===== src/rtl/ide_cfg_pkg.sv =====
package ide_cfg_pkg;
  localparam int unsigned ADDR_W = 10;
  localparam int unsigned DATA_W = 8;

  typedef enum logic [2:0] {
    SQ_IDLE,
    SQ_GOT_SC1,
    SQ_GOT_ALT1,
    SQ_GOT_ALT2,
    SQ_GOT_SC2
  } seq_state_e;
endpackage


===== src/rtl/ide_unlock_seq.sv =====
module ide_unlock_seq
  import ide_cfg_pkg::*;
#(
  parameter int unsigned AW        = 10,
  parameter logic [AW-1:0] SC_PORT   = 10'h1F2,
  parameter logic [AW-1:0] ALT_PORT  = 10'h3F6,
  parameter logic [AW-1:0] EXIT_PORT = 10'h1F5
) (
  input  logic          clk,
  input  logic          rst,
  input  logic          rd_stb,
  input  logic          wr_stb,
  input  logic [AW-1:0] addr,
  input  logic          wbit,
  output logic          sc_msb,
  output logic          prog_mode
);
  seq_state_e st_q;
  logic is_sc, is_alt;

  assign is_sc  = (addr == SC_PORT);
  assign is_alt = (addr == ALT_PORT);

  always_ff @(posedge clk) begin
    if (rst) begin
      st_q      <= SQ_IDLE;
      sc_msb    <= 1'b0;
      prog_mode <= 1'b0;
    end else begin
      if (wr_stb && is_sc) sc_msb <= wbit;
      if (rd_stb) begin
        if (addr == EXIT_PORT) prog_mode <= 1'b0;
        if (sc_msb && !prog_mode) begin
          case (st_q)
            SQ_IDLE:     st_q <= is_sc ? SQ_GOT_SC1 : SQ_IDLE;
            SQ_GOT_SC1:  st_q <= is_alt ? SQ_GOT_ALT1 : (is_sc ? SQ_GOT_SC1 : SQ_IDLE);
            SQ_GOT_ALT1: st_q <= is_alt ? SQ_GOT_ALT2 : (is_sc ? SQ_GOT_SC1 : SQ_IDLE);
            SQ_GOT_ALT2: st_q <= is_sc ? SQ_GOT_SC2 : SQ_IDLE;
            SQ_GOT_SC2: begin
              st_q <= SQ_IDLE;
              if (is_sc) begin
                prog_mode <= 1'b1;
                sc_msb    <= 1'b0;
              end
            end
            default:     st_q <= SQ_IDLE;
          endcase
        end else begin
          st_q <= SQ_IDLE;
        end
      end
    end
  end

  AST_EXIT_ON_PORT: assert property (@(posedge clk) disable iff (rst)
    (rd_stb && addr == EXIT_PORT) |=> !prog_mode);
  AST_ENTRY_NEEDS_ARM: assert property (@(posedge clk) disable iff (rst)
    $rose(prog_mode) |-> ($past(sc_msb) && $past(rd_stb) && !sc_msb));
endmodule


===== src/rtl/ide_ext_regs.sv =====
module ide_ext_regs #(
  parameter int unsigned DW         = 8,
  parameter int unsigned IDX_W      = 3,
  parameter int unsigned STATUS_IDX = 7
) (
  input  logic            clk,
  input  logic            rst,
  input  logic            idx_wr,
  input  logic            dat_wr,
  input  logic            dat_rd,
  input  logic [DW-1:0]   wdata,
  input  logic            dma_wr_done,
  input  logic            dma_rd_done,
  input  logic            dma_err,
  output logic [IDX_W-1:0] idx,
  output logic [DW-1:0]   dat_rdata,
  output logic [2*DW-1:0] mst_timing,
  output logic [2*DW-1:0] slv_timing
);
  localparam int unsigned NREG = 1 << IDX_W;

  logic [DW-1:0] bank [NREG];
  logic st_wr, st_rd, st_err;
  logic [DW-1:0] status_byte;
  logic is_status;

  assign is_status = (idx == IDX_W'(STATUS_IDX));

  always_comb begin
    status_byte    = '0;
    status_byte[0] = st_wr;
    status_byte[1] = st_rd;
    status_byte[4] = st_err;
  end

  always_ff @(posedge clk) begin
    if (rst) idx <= '0;
    else if (idx_wr) idx <= wdata[IDX_W-1:0];
  end

  for (genvar g = 0; g < NREG; g++) begin : g_bank
    always_ff @(posedge clk) begin
      if (rst) bank[g] <= '0;
      else if (dat_wr && idx == IDX_W'(g) && g != STATUS_IDX) bank[g] <= wdata;
    end
  end

  always_ff @(posedge clk) begin
    if (rst) begin
      st_wr  <= 1'b0;
      st_rd  <= 1'b0;
      st_err <= 1'b0;
    end else begin
      st_wr  <= (st_wr  && !(dat_rd && is_status)) || dma_wr_done;
      st_rd  <= (st_rd  && !(dat_rd && is_status)) || dma_rd_done;
      st_err <= (st_err && !(dat_rd && is_status)) || dma_err;
    end
  end

  assign dat_rdata  = is_status ? status_byte : bank[idx];
  assign mst_timing = {bank[1], bank[0]};
  assign slv_timing = {bank[3], bank[2]};

  AST_STATUS_CLEARS: assert property (@(posedge clk) disable iff (rst)
    (dat_rd && is_status && !dma_wr_done && !dma_rd_done && !dma_err)
      |=> (status_byte == '0));
  AST_PULSE_SETS: assert property (@(posedge clk) disable iff (rst)
    dma_err |=> st_err);
endmodule


===== src/rtl/ide_cfg_unlock.sv =====
module ide_cfg_unlock
  import ide_cfg_pkg::*;
#(
  parameter int unsigned AW      = ADDR_W,
  parameter int unsigned DW      = DATA_W,
  parameter int unsigned SPD_W   = 3,
  parameter int unsigned STRAP_W = 2,
  parameter int unsigned IDX_W   = 3,
  parameter logic [AW-1:0] P_SC   = 10'h1F2,
  parameter logic [AW-1:0] P_SPD  = 10'h1F3,
  parameter logic [AW-1:0] P_CTL  = 10'h1F4,
  parameter logic [AW-1:0] P_EXIT = 10'h1F5,
  parameter logic [AW-1:0] P_IDX  = 10'h1F8,
  parameter logic [AW-1:0] P_DAT  = 10'h1F9,
  parameter logic [AW-1:0] P_ALT  = 10'h3F6
) (
  input  logic               clk,
  input  logic               rst,
  input  logic               io_stb,
  input  logic               io_wr,
  input  logic [AW-1:0]      io_addr,
  input  logic [DW-1:0]      io_wdata,
  input  logic [STRAP_W-1:0] strap_spd,
  input  logic               dma_wr_done,
  input  logic               dma_rd_done,
  input  logic               dma_err,
  output logic [DW-1:0]      io_rdata,
  output logic               io_rvalid,
  output logic               prog_mode,
  output logic [SPD_W-1:0]   mst_speed,
  output logic [SPD_W-1:0]   slv_speed,
  output logic               bus_slow,
  output logic               top_speed,
  output logic [2*DW-1:0]    mst_timing,
  output logic [2*DW-1:0]    slv_timing
);
  localparam int unsigned EXT_EN_BIT = 3;

  logic rd_stb, wr_stb, sc_msb, ext_en, rd_hit;
  logic is_ext;
  logic [DW-1:0] spd_q, ctl_q, rd_mux, ext_rdata;
  logic [IDX_W-1:0] ext_idx;

  assign rd_stb = io_stb && !io_wr;
  assign wr_stb = io_stb && io_wr;
  assign ext_en = ctl_q[EXT_EN_BIT];
  assign is_ext = (io_addr == P_IDX) || (io_addr == P_DAT);

  ide_unlock_seq #(
    .AW(AW), .SC_PORT(P_SC), .ALT_PORT(P_ALT), .EXIT_PORT(P_EXIT)
  ) u_seq (
    .clk(clk), .rst(rst), .rd_stb(rd_stb), .wr_stb(wr_stb),
    .addr(io_addr), .wbit(io_wdata[DW-1]),
    .sc_msb(sc_msb), .prog_mode(prog_mode)
  );

  ide_ext_regs #(
    .DW(DW), .IDX_W(IDX_W), .STATUS_IDX((1 << IDX_W) - 1)
  ) u_ext (
    .clk(clk), .rst(rst),
    .idx_wr(wr_stb && ext_en && io_addr == P_IDX),
    .dat_wr(wr_stb && ext_en && io_addr == P_DAT),
    .dat_rd(rd_stb && ext_en && io_addr == P_DAT),
    .wdata(io_wdata),
    .dma_wr_done(dma_wr_done), .dma_rd_done(dma_rd_done), .dma_err(dma_err),
    .idx(ext_idx), .dat_rdata(ext_rdata),
    .mst_timing(mst_timing), .slv_timing(slv_timing)
  );

  always_comb begin
    rd_hit = 1'b0;
    rd_mux = '0;
    if (io_addr == P_SC) begin
      rd_hit = 1'b1;
      rd_mux[DW-1] = sc_msb;
    end else if (prog_mode && io_addr == P_SPD) begin
      rd_hit = 1'b1;
      rd_mux = spd_q;
    end else if (prog_mode && io_addr == P_CTL) begin
      rd_hit = 1'b1;
      rd_mux = ctl_q;
    end else if (ext_en && io_addr == P_IDX) begin
      rd_hit = 1'b1;
      rd_mux[IDX_W-1:0] = ext_idx;
    end else if (ext_en && io_addr == P_DAT) begin
      rd_hit = 1'b1;
      rd_mux = ext_rdata;
    end
  end

  always_ff @(posedge clk) begin
    if (rst) begin
      spd_q     <= {{(DW-SPD_W){1'b0}}, strap_spd, 1'b0};
      ctl_q     <= '0;
      io_rvalid <= 1'b0;
      io_rdata  <= '0;
    end else begin
      io_rvalid <= rd_stb && rd_hit;
      io_rdata  <= (rd_stb && rd_hit) ? rd_mux : '0;
      if (wr_stb && prog_mode && io_addr == P_SPD) spd_q <= io_wdata;
      if (wr_stb && prog_mode && io_addr == P_CTL) ctl_q <= io_wdata;
    end
  end

  assign slv_speed = spd_q[SPD_W-1:0];
  assign mst_speed = spd_q[2*SPD_W-1:SPD_W];
  assign bus_slow  = spd_q[DW-2];
  assign top_speed = spd_q[DW-1];

  AST_RESET_STATE: assert property (@(posedge clk) disable iff (rst)
    $past(rst) |-> (!prog_mode && !io_rvalid && ctl_q == '0));
  AST_RVALID_CAUSE: assert property (@(posedge clk) disable iff (rst)
    io_rvalid |-> $past(rd_stb));
  AST_CFG_LOCKED: assert property (@(posedge clk) disable iff (rst)
    (wr_stb && !prog_mode) |=> ($stable(spd_q) && $stable(ctl_q)));
  AST_EXT_SILENT: assert property (@(posedge clk) disable iff (rst)
    (rd_stb && !ext_en && is_ext) |=> !io_rvalid);
endmodule


===== config.mk =====
export PLATFORM = sky130hd
export DESIGN_NAME = ide_cfg_unlock
export DESIGN_NICKNAME = d
export VERILOG_FILES = /design/src/rtl/ide_cfg_pkg.sv /design/src/rtl/ide_unlock_seq.sv /design/src/rtl/ide_ext_regs.sv /design/src/rtl/ide_cfg_unlock.sv
export SDC_FILE = /design/constraint.sdc
export NUM_CORES = 1
export LEC_CHECK = 0
export BUFFER_PORTS_ARGS = -buffer_cell sky130_fd_sc_hd__buf_2
export CAP_MARGIN = 25
export CORE_ASPECT_RATIO = 1.4
export CORE_MARGIN = 2
export CORE_UTILIZATION = 40
export CTS_CLUSTER_DIAMETER = 60
export DETAILED_ROUTE_END_ITERATION = 12
export PLACE_DENSITY = 0.69
export SETUP_SLACK_MARGIN = 0.02
export SLEW_MARGIN = 10
export SYNTH_ARGS = -nofsm -noshare
export SYNTH_HDL_FRONTEND = slang
export SYNTH_SLANG_ARGS = --single-unit

===== constraint.sdc =====
create_clock -name clk -period 4.6 [get_ports clk]
set_clock_uncertainty 0.05 [all_clocks]
set_input_delay 0.92 -clock clk [delete_from_list [all_inputs] [get_ports clk]]
set_output_delay 0.92 -clock clk [all_outputs]
set_load 0.005 [all_outputs]

; Yosys cells after proc, flatten, opt, wreduce, memory -nomap -nowiden
; Memories as Yosys holds them, arrays and structs flattened. A register that Yosys moved wholly into a read port is not among the register bits.
; Index checks and enable logic that the tools add are counted.
[op_classes]
eq_ne = 18
muxes = 61
n_bitwise = 8
reduce_logical = 39
[ops]
columns = op, count
row1 = 8-bit 2-to-1 mux, 11
row2 = 10-bit by 9-bit equality test with 1-bit output (second input constant), 6
row3 = 1-bit 2-to-1 mux, 39
row4 = 1-bit logical AND, 28
row5 = 3-bit 2-to-1 mux, 9
row6 = 3-bit equality test (second input constant), 5
row7 = 3-bit by 2-bit equality test with 1-bit output (second input constant), 4
row8 = 3-bit case mux with 4 select lines, 1
row9 = 10-bit equality test (second input constant), 1
row10 = 1-bit OR, 7
row11 = 3-bit by 1-bit equality test with 1-bit output (second input constant), 2
row12 = 3-bit logical NOT, 2
row13 = 5-bit 2-to-1 mux, 1
row14 = 1-bit logical NOT, 3
row15 = 1-bit logical OR, 3
row16 = 3-bit OR reduction, 1
row17 = 2-bit nonzero test, 1
row18 = 2-bit OR reduction, 1
row19 = 1-bit inverter, 1
[word_totals]
elab_cells = 140
input_bits = 27
n_memories = 1
ramBits = 64
out_inout_bits = 50
reg_bits = 36
[mem_list]
columns = memory, words, width, read_ports, rd_clocked_by_memory_dff, wr, line_no
row1 = u_ext.bank, 8, 8, 5, 1, 8, ide_ext_regs.sv:22  ; logic [DW-1:0] bank [NREG];

; Depth between registers and ports, before layout
; Gate-level depths: netlist (run 1).
[logic_depth]
depth_word = 10
depth_mapped = 7
mapped_depth_nobuf = 5

; By module
; From an unflattened synthesis (run 1), not the netlist that was laid out.
[hier_totals]
cells_unflattened = 406
hier_area_um2 = 4675.7
[by_module_without_submodules]
columns = mod, seq_area_each_um2, instances, cells_each, area_each_um2
row1 = ide_ext_regs, 1861.8, 1, 223, 3046.7
row2 = ide_cfg_unlock, 520.5, 1, 142, 1290.0
row3 = ide_unlock_seq, 100.1, 1, 41, 339.1

; Worst setup path before layout (run 1)
; OpenSTA, ideal clock, no wires.
[synth_timing]
path_kind = input port to flip-flop
from = in io_addr[9]
to = mem u_ext.bank[0][0] (enable)
setup_ns = 0.326
path_stages = 4
t_required_ns = 4.224
t_arrival_ns = 2.252
setup_slack_ns = 1.972
path_buffers = 0
cell_sequence = or3b_4 -> nor4_4 -> nor3b_1 -> a21o_1
[synth_rtl]
columns = element, line_no
row1 = "start, declared", ide_cfg_unlock.sv:21  ; input logic [AW-1:0] io_addr,
row2 = "end, declared", ide_ext_regs.sv:22

==> run_results.csv, run 1 <==
group,metric,value,unit
route,drt-initial-drc-count,219,
floorplan,core_area,0.0108,mm²
cells_and_area,nets,488,
placed_design,portBuffers,76,
route,wl,11800,µm
pwr,vdd_drop_max,184,µV
yosys,syn_nets,417,
clock_tree,cts.sinks,95,
yosys,ys_seq_elements,95,
yosys,syn_area,0.00438,mm²
yosys,synthSimpleGateAreaFrac,0.233,
floorplan,die_h,128,µm
pwr,power.leakage,0.00193,µW
sta,setup_viol,0,
sta,fmax,334,MHz
floorplan,initial_core_util,0.407,
yosys,synth-adder-area-share,0,
clock_tree,clk_latency,0.35,ns
hold_path,hold_path.class,"reg2reg",
cells_and_area,drive_gt1_frac,0.247,
yosys,yosysSeqAreaShare,0.567,
yosys,synth_xor_area_frac,0,
route,ant_nets,0,
flow_run,max_cap_violations,0,
critical_path,cpPeakStageDelay,0.56,ns
route,drtPass1Iterations,5,
global_routing,antenna_found_initial,0,
floorplan,io_pins,77,
clock_tree,postCtsSetupBuffers,0,
global_routing,grt_util_all_layers,0.203,
critical_path,crit_buf_inv,1,
clock_tree,cts-root-buf,"clkbuf_16",
pwr,fin_total_pwr,1770,µW
cells_and_area,post-route-util,0.481,
route,vias,3421,
clock_tree,cts_tree,"yes",
route,vias_per_cell,5.64,
status,status,"finished clean",
clock_tree,clkTransAtPathRegs,0.06,ns
critical_path,cp.required,4.56,ns
yosys,synth_warnings,0,
pwr,power-per-cell-area,342,mW/mm²
sta,timing.final.crit_share,0.652,
critical_path,worstPathMaxFanout,13,
clock_tree,post_cts.resized_instances,0,
yosys,async_flop_share,0,
cells_and_area,antenna_cells,0,
yosys,synth.distinct_cells,56,
yosys,synth.mux.area_fraction,0.0720,
placed_design,dp_hpwl,8510,µm
cells_and_area,area_growth,18.1,%
yosys,synth_ff_type,"edfxtp_1",
yosys,synth_top_family_by_area,"simple AND/OR/NAND/NOR gates",
placed_design,place_congestion,0.804,
cells_and_area,final_cell_area,0.00517,mm²
critical_path,crit_path_start_kind,"input pin",
route,wl_per_cell,19.4,µm
sta,drv_slew,0,
yosys,syn_inst,390,
sta,hold_violations,0,
global_routing,grt_overflow,0,
floorplan,die-area,0.0118,mm²
global_routing,grt_max_degree,43,
placed_design,dpl-instance-area,0.00488,mm²
critical_path,path_cells,"buf_2 -> or3b_4 -> nor4_4 -> nor3b_1 -> a21o_1",
critical_path,critPathCaptureType,"register",
yosys,avgSynthCellArea,11.2,µm²
critical_path,slowest_stage,"nor4_4",
critical_path,critical-path-top-delay-family,"simple AND/OR/NAND/NOR gates",
critical_path,cp_data_arrival_time,2.96,ns
floorplan,fp-row-count,45,
sta,min_period,3.00,ns
route,post-route-drc-count,0,
sta,relSlewSlack,0.379,
yosys,synth_edf_count,58,
yosys,synth-compound-area-share,0.109,
sta,rsz0062_at_grt,"false",
global_routing,grt_pass1_vias,3250,
clock_tree,cts_buffer_depth,2,
clock_tree,holdBufCountCts,0,
global_routing,grt_pass1_wl,17900,µm
critical_path,path_class,"in2reg",
clock_tree,cts_buffers,9,
floorplan,die_x,92.4,µm
sta,tns,0,ns
clock_tree,htreeDepth,3,
sta,tightest_slew,0.930,ns
report_power, final:
part,total [µW],internal (µW),switching [µW]
Clock,733,420,313
Sequential,945,930,15.3
Combinational,91.9,33.4,58.5
worst register-to-register path: stages, from the launching register on:
cell      delay, ns
dfxtp_1        0.39
nand3b_1       0.19
nor4_4         0.52
nor3b_1        0.52
a21o_1         0.41
path summary, 6_finish.rpt:
check,start,depth (start not counted),slack (ns),end
max,io_addr[9],5,1.60,u_ext.bank[2][0]
min,spd_q[3],2,0.42,spd_q[3]
max reg2reg,ctl_q[3],4,2.20,u_ext.bank[2][0]
min reg2reg,spd_q[3],2,0.42,spd_q[3]
routing by layer:
metal  global-route usage  vias up  wire length (µm)
li1                     -     1579                 -
met1                0.228     1686              4500
met2                0.374      135              6370
met3               0.0400       21               601
met4               0.0825        0               281
met5                    0        -                 0
cell families (layout without fill, tap and decap cells):
group	after synthesis	in the layout
compound gates	70	70
buf+inv	20	96
flops	95	95
simple gates	181	181
mux	24	24
per-stage QoR:
| step | cells | hold slack, ns | setup WS (ns) |
|---|---|---|---|
| after floorplan | 390 | 0.391 | 1.97 |
| after global placement | 589 | 0.403 | 1.33 |
| after detailed placement | 591 | 0.414 | 1.32 |
| after CTS | 607 | 0.422 | 1.68 |
| after global routing | 607 | 0.459 | 1.55 |
| final | 607 | 0.419 | 1.60 |
synth_stat cells (5+ instances only):
cell type | count | share of area
o21ai_0 | 9 | 0.010
nand2b_1 | 11 | 0.016
edfxtp_1 | 58 | 0.40
dfxtp_1 | 37 | 0.17
nand4_1 | 7 | 0.010
a21oi_1 | 25 | 0.029
mux2i_1 | 18 | 0.041
clkbuf_1 | 14 | 0.012
nand2_1 | 37 | 0.032
mux4_2 | 6 | 0.031
a211oi_1 | 7 | 0.012
and2_1 | 51 | 0.073
o221a_2 | 5 | 0.013
nor2_1 | 37 | 0.032
final cells by class:
| class | count | area, µm² |
|---|---|---|
| clock buffer | 10 | 229 |
| sequential | 95 | 2480 |
| multi-input combinational | 275 | 1810 |
| fill | 961 | 5580 |
| clock inverter | 6 | 60.1 |
| timing repair buffer | 79 | 408 |
| inverter | 1 | 3.75 |
| tap | 141 | 176 |
flip-flops by register name, indices dropped and copies added (netlist names), named ones only:
signal / cells
u_ext.bank: 56
ctl_q: 8
io_rdata: 8
spd_q: 8
u_ext.idx: 3
u_seq.st_q: 3
io_rvalid: 1
u_ext.st_err: 1
u_ext.st_rd: 1
u_ext.st_wr: 1
u_seq.prog_mode: 1
u_seq.sc_msb: 1
cell usage in the layout, fill, tap and decap left out, types with 9 or more instances in the layout:
| cell | count |
|---|---|
| a21oi_1 | 25 |
| and2_1 | 51 |
| buf_2 | 77 |
| clkbuf_16 | 9 |
| dfxtp_1 | 37 |
| edfxtp_1 | 58 |
| mux2i_1 | 18 |
| nand2_1 | 37 |
| nand2b_1 | 11 |
| nor2_1 | 37 |
| o21ai_0 | 9 |
No activity file was read; power rests on OpenSTA's default activity.
==> run 2: changes to the inputs <==
--- a/config.mk
+++ b/config.mk
@@ -12,7 +12,7 @@
 export CORE_UTILIZATION = 40
 export CTS_CLUSTER_DIAMETER = 60
 export DETAILED_ROUTE_END_ITERATION = 12
-export PLACE_DENSITY = 0.69
+export PLACE_DENSITY = 0.72
 export SETUP_SLACK_MARGIN = 0.02
 export SLEW_MARGIN = 10
 export SYNTH_ARGS = -nofsm -noshare
==> constraint.sdc (replaced) <==
create_clock -name clk -period 2.6 [get_ports clk]
set_clock_uncertainty 0.05 [all_clocks]
set_input_delay 0.52 -clock clk [delete_from_list [all_inputs] [get_ports clk]]
set_output_delay 0.52 -clock clk [all_outputs]
set_load 0.005 [all_outputs]
==> run_results.csv, run 2 (synthesis results as in run 1) <==
group,metric,value,unit
critical_path,worstPathMaxFanout,12,
global_routing,grt_pass1_vias,3391,
floorplan,die-area,0.0118,mm²
cells_and_area,drive_gt1_frac,0.277,
pwr,power-per-cell-area,605,mW/mm²
clock_tree,holdBufCountCts,0,
critical_path,path_class,"in2reg",
critical_path,slowest_stage,"or3b_4",
sta,setup_viol,0,
floorplan,io_pins,77,
floorplan,die_x,92.4,µm
critical_path,cp_data_arrival_time,2.28,ns
cells_and_area,antenna_cells,0,
clock_tree,cts.sinks,95,
critical_path,cpPeakStageDelay,0.42,ns
clock_tree,postCtsSetupBuffers,0,
sta,timing.final.crit_share,0.815,
placed_design,portBuffers,76,
sta,drv_slew,0,
sta,rsz0062_at_grt,"false",
placed_design,dp_hpwl,8640,µm
route,vias_per_cell,5.58,
clock_tree,clkTransAtPathRegs,0.06,ns
floorplan,fp-row-count,45,
cells_and_area,area_growth,21.7,%
critical_path,cp.required,2.76,ns
route,drt-initial-drc-count,265,
status,status,"finished clean",
global_routing,grt_max_degree,22,
route,vias,3489,
cells_and_area,nFillCells,953,
flow_run,max_cap_violations,0,
floorplan,die_h,128,µm
cells_and_area,layout_common_cells,"76 x buf_2, 58 x edfxtp_1, 51 x and2_1",
sta,min_period,2.12,ns
cells_and_area,largest_register_ff_count,56,
floorplan,core_area,0.0108,mm²
placed_design,place_congestion,0.859,
global_routing,grt_overflow,0,
sta,tightest_slew,0.635,ns
clock_tree,cts_tree,"yes",
sta,tns,0,ns
clock_tree,clk_latency,0.34,ns
critical_path,crit_path_start_kind,"input pin",
pwr,power.leakage,0.00203,µW
global_routing,antenna_found_initial,0,
sta,fmax,472,MHz
sta,hold_violations,0,
global_routing,grt_pass1_wl,17700,µm
sta,relSlewSlack,0.571,
global_routing,grt_util_all_layers,0.198,
route,wl,11400,µm
pwr,vdd_drop_max,519,µV
critical_path,crit_buf_inv,2,
cells_and_area,nets,506,
route,post-route-drc-count,0,
hold_path,hold_path.class,"in2reg",
floorplan,initial_core_util,0.407,
route,wl_per_cell,18.2,µm
clock_tree,htreeDepth,3,
clock_tree,cts-root-buf,"clkbuf_16",
route,ant_nets,0,
cells_and_area,largest_register,"u_ext.bank",
pwr,fin_total_pwr,3220,µW
route,drtPass1Iterations,5,
critical_path,critPathCaptureType,"register",
clock_tree,cts_buffers,9,
cells_and_area,layout_commonest_cell,"buf_2",
critical_path,path_cells,"buf_2 -> or3b_4 -> nor4_4 -> buf_4 -> nand4_1 -> nor2_1 -> and2_1",
clock_tree,post_cts.resized_instances,0,
critical_path,critical-path-top-delay-family,"simple AND/OR/NAND/NOR gates",
clock_tree,cts_buffer_depth,2,
==> run 2: cell count changes in the layout (fill, tap and decap cells not counted), sizes merged <==
| cell | delta |
|---|---|
| buf | +18 |
| bufinv | +1 |
| clkinv | -1 |
| clkinvlp | +1 |
| inv | -1 |
==> run 2: tightest hold or removal path, stage by stage <==
cell	delay (ns)
buf_2	0.08
a21oi_1	0.04
nor2_1	0.07
==> run 2: layout make-up <==
type	count	area (µm²)	area share
clock inverter	6	85.1	0.0160
multi-input combinational	275	1810	0.340
timing repair buffer	97	538	0.101
sequential	95	2480	0.466
clock buffer	10	229	0.0430
inverter	1	3.75	0.000705
tap	141	176	0.0331
==> run 2: report_power, final <==
part,internal (µW),switching (µW),total [µW],leakage (µW)
Clock,839,546,1380,0.000150
Combinational,64.1,104,168,0.00103
Sequential,1640,25.1,1670,0.000849
Total,2550,675,3220,0.00203
==> run 2: worst paths after layout <==
check / from / to / slack, ns / cells past startpoint
worst max register to register: register / io_rdata[4] / 0.64 / 5
worst min-delay path: dma_wr_done / u_ext.st_wr / 0.35 / 3
worst min register to register: u_seq.st_q[2] / u_seq.st_q[2] / 0.42 / 2
worst max-delay path: io_addr[9] / u_ext.bank[5][4] / 0.48 / 7
==> run 2: metal layers <==
layer  wire, µm  part of all wire  global-route usage  vias to the layer above
met3        617             0.054              0.0400                       30
met1       4210              0.37               0.223                     1706
li1           -                 -                   -                     1614
met4        380             0.033              0.0983                        0
met5          0                 0                   0                        -
met2       6170              0.54               0.355                      139
==> run 2: per-stage QoR <==
stage	cell area, µm²	hold WS, ns	std cells	setup slack (ns)	utilization
after global placement	5010	0.404	609	0.176	0.466
after floorplan	4380	0.391	390	0.372	-
after global routing	5330	0.375	625	0.362	0.495
final	5330	0.352	625	0.481	0.495
after detailed placement	5010	0.411	609	0.125	0.466
after CTS	5330	0.341	625	0.470	0.495
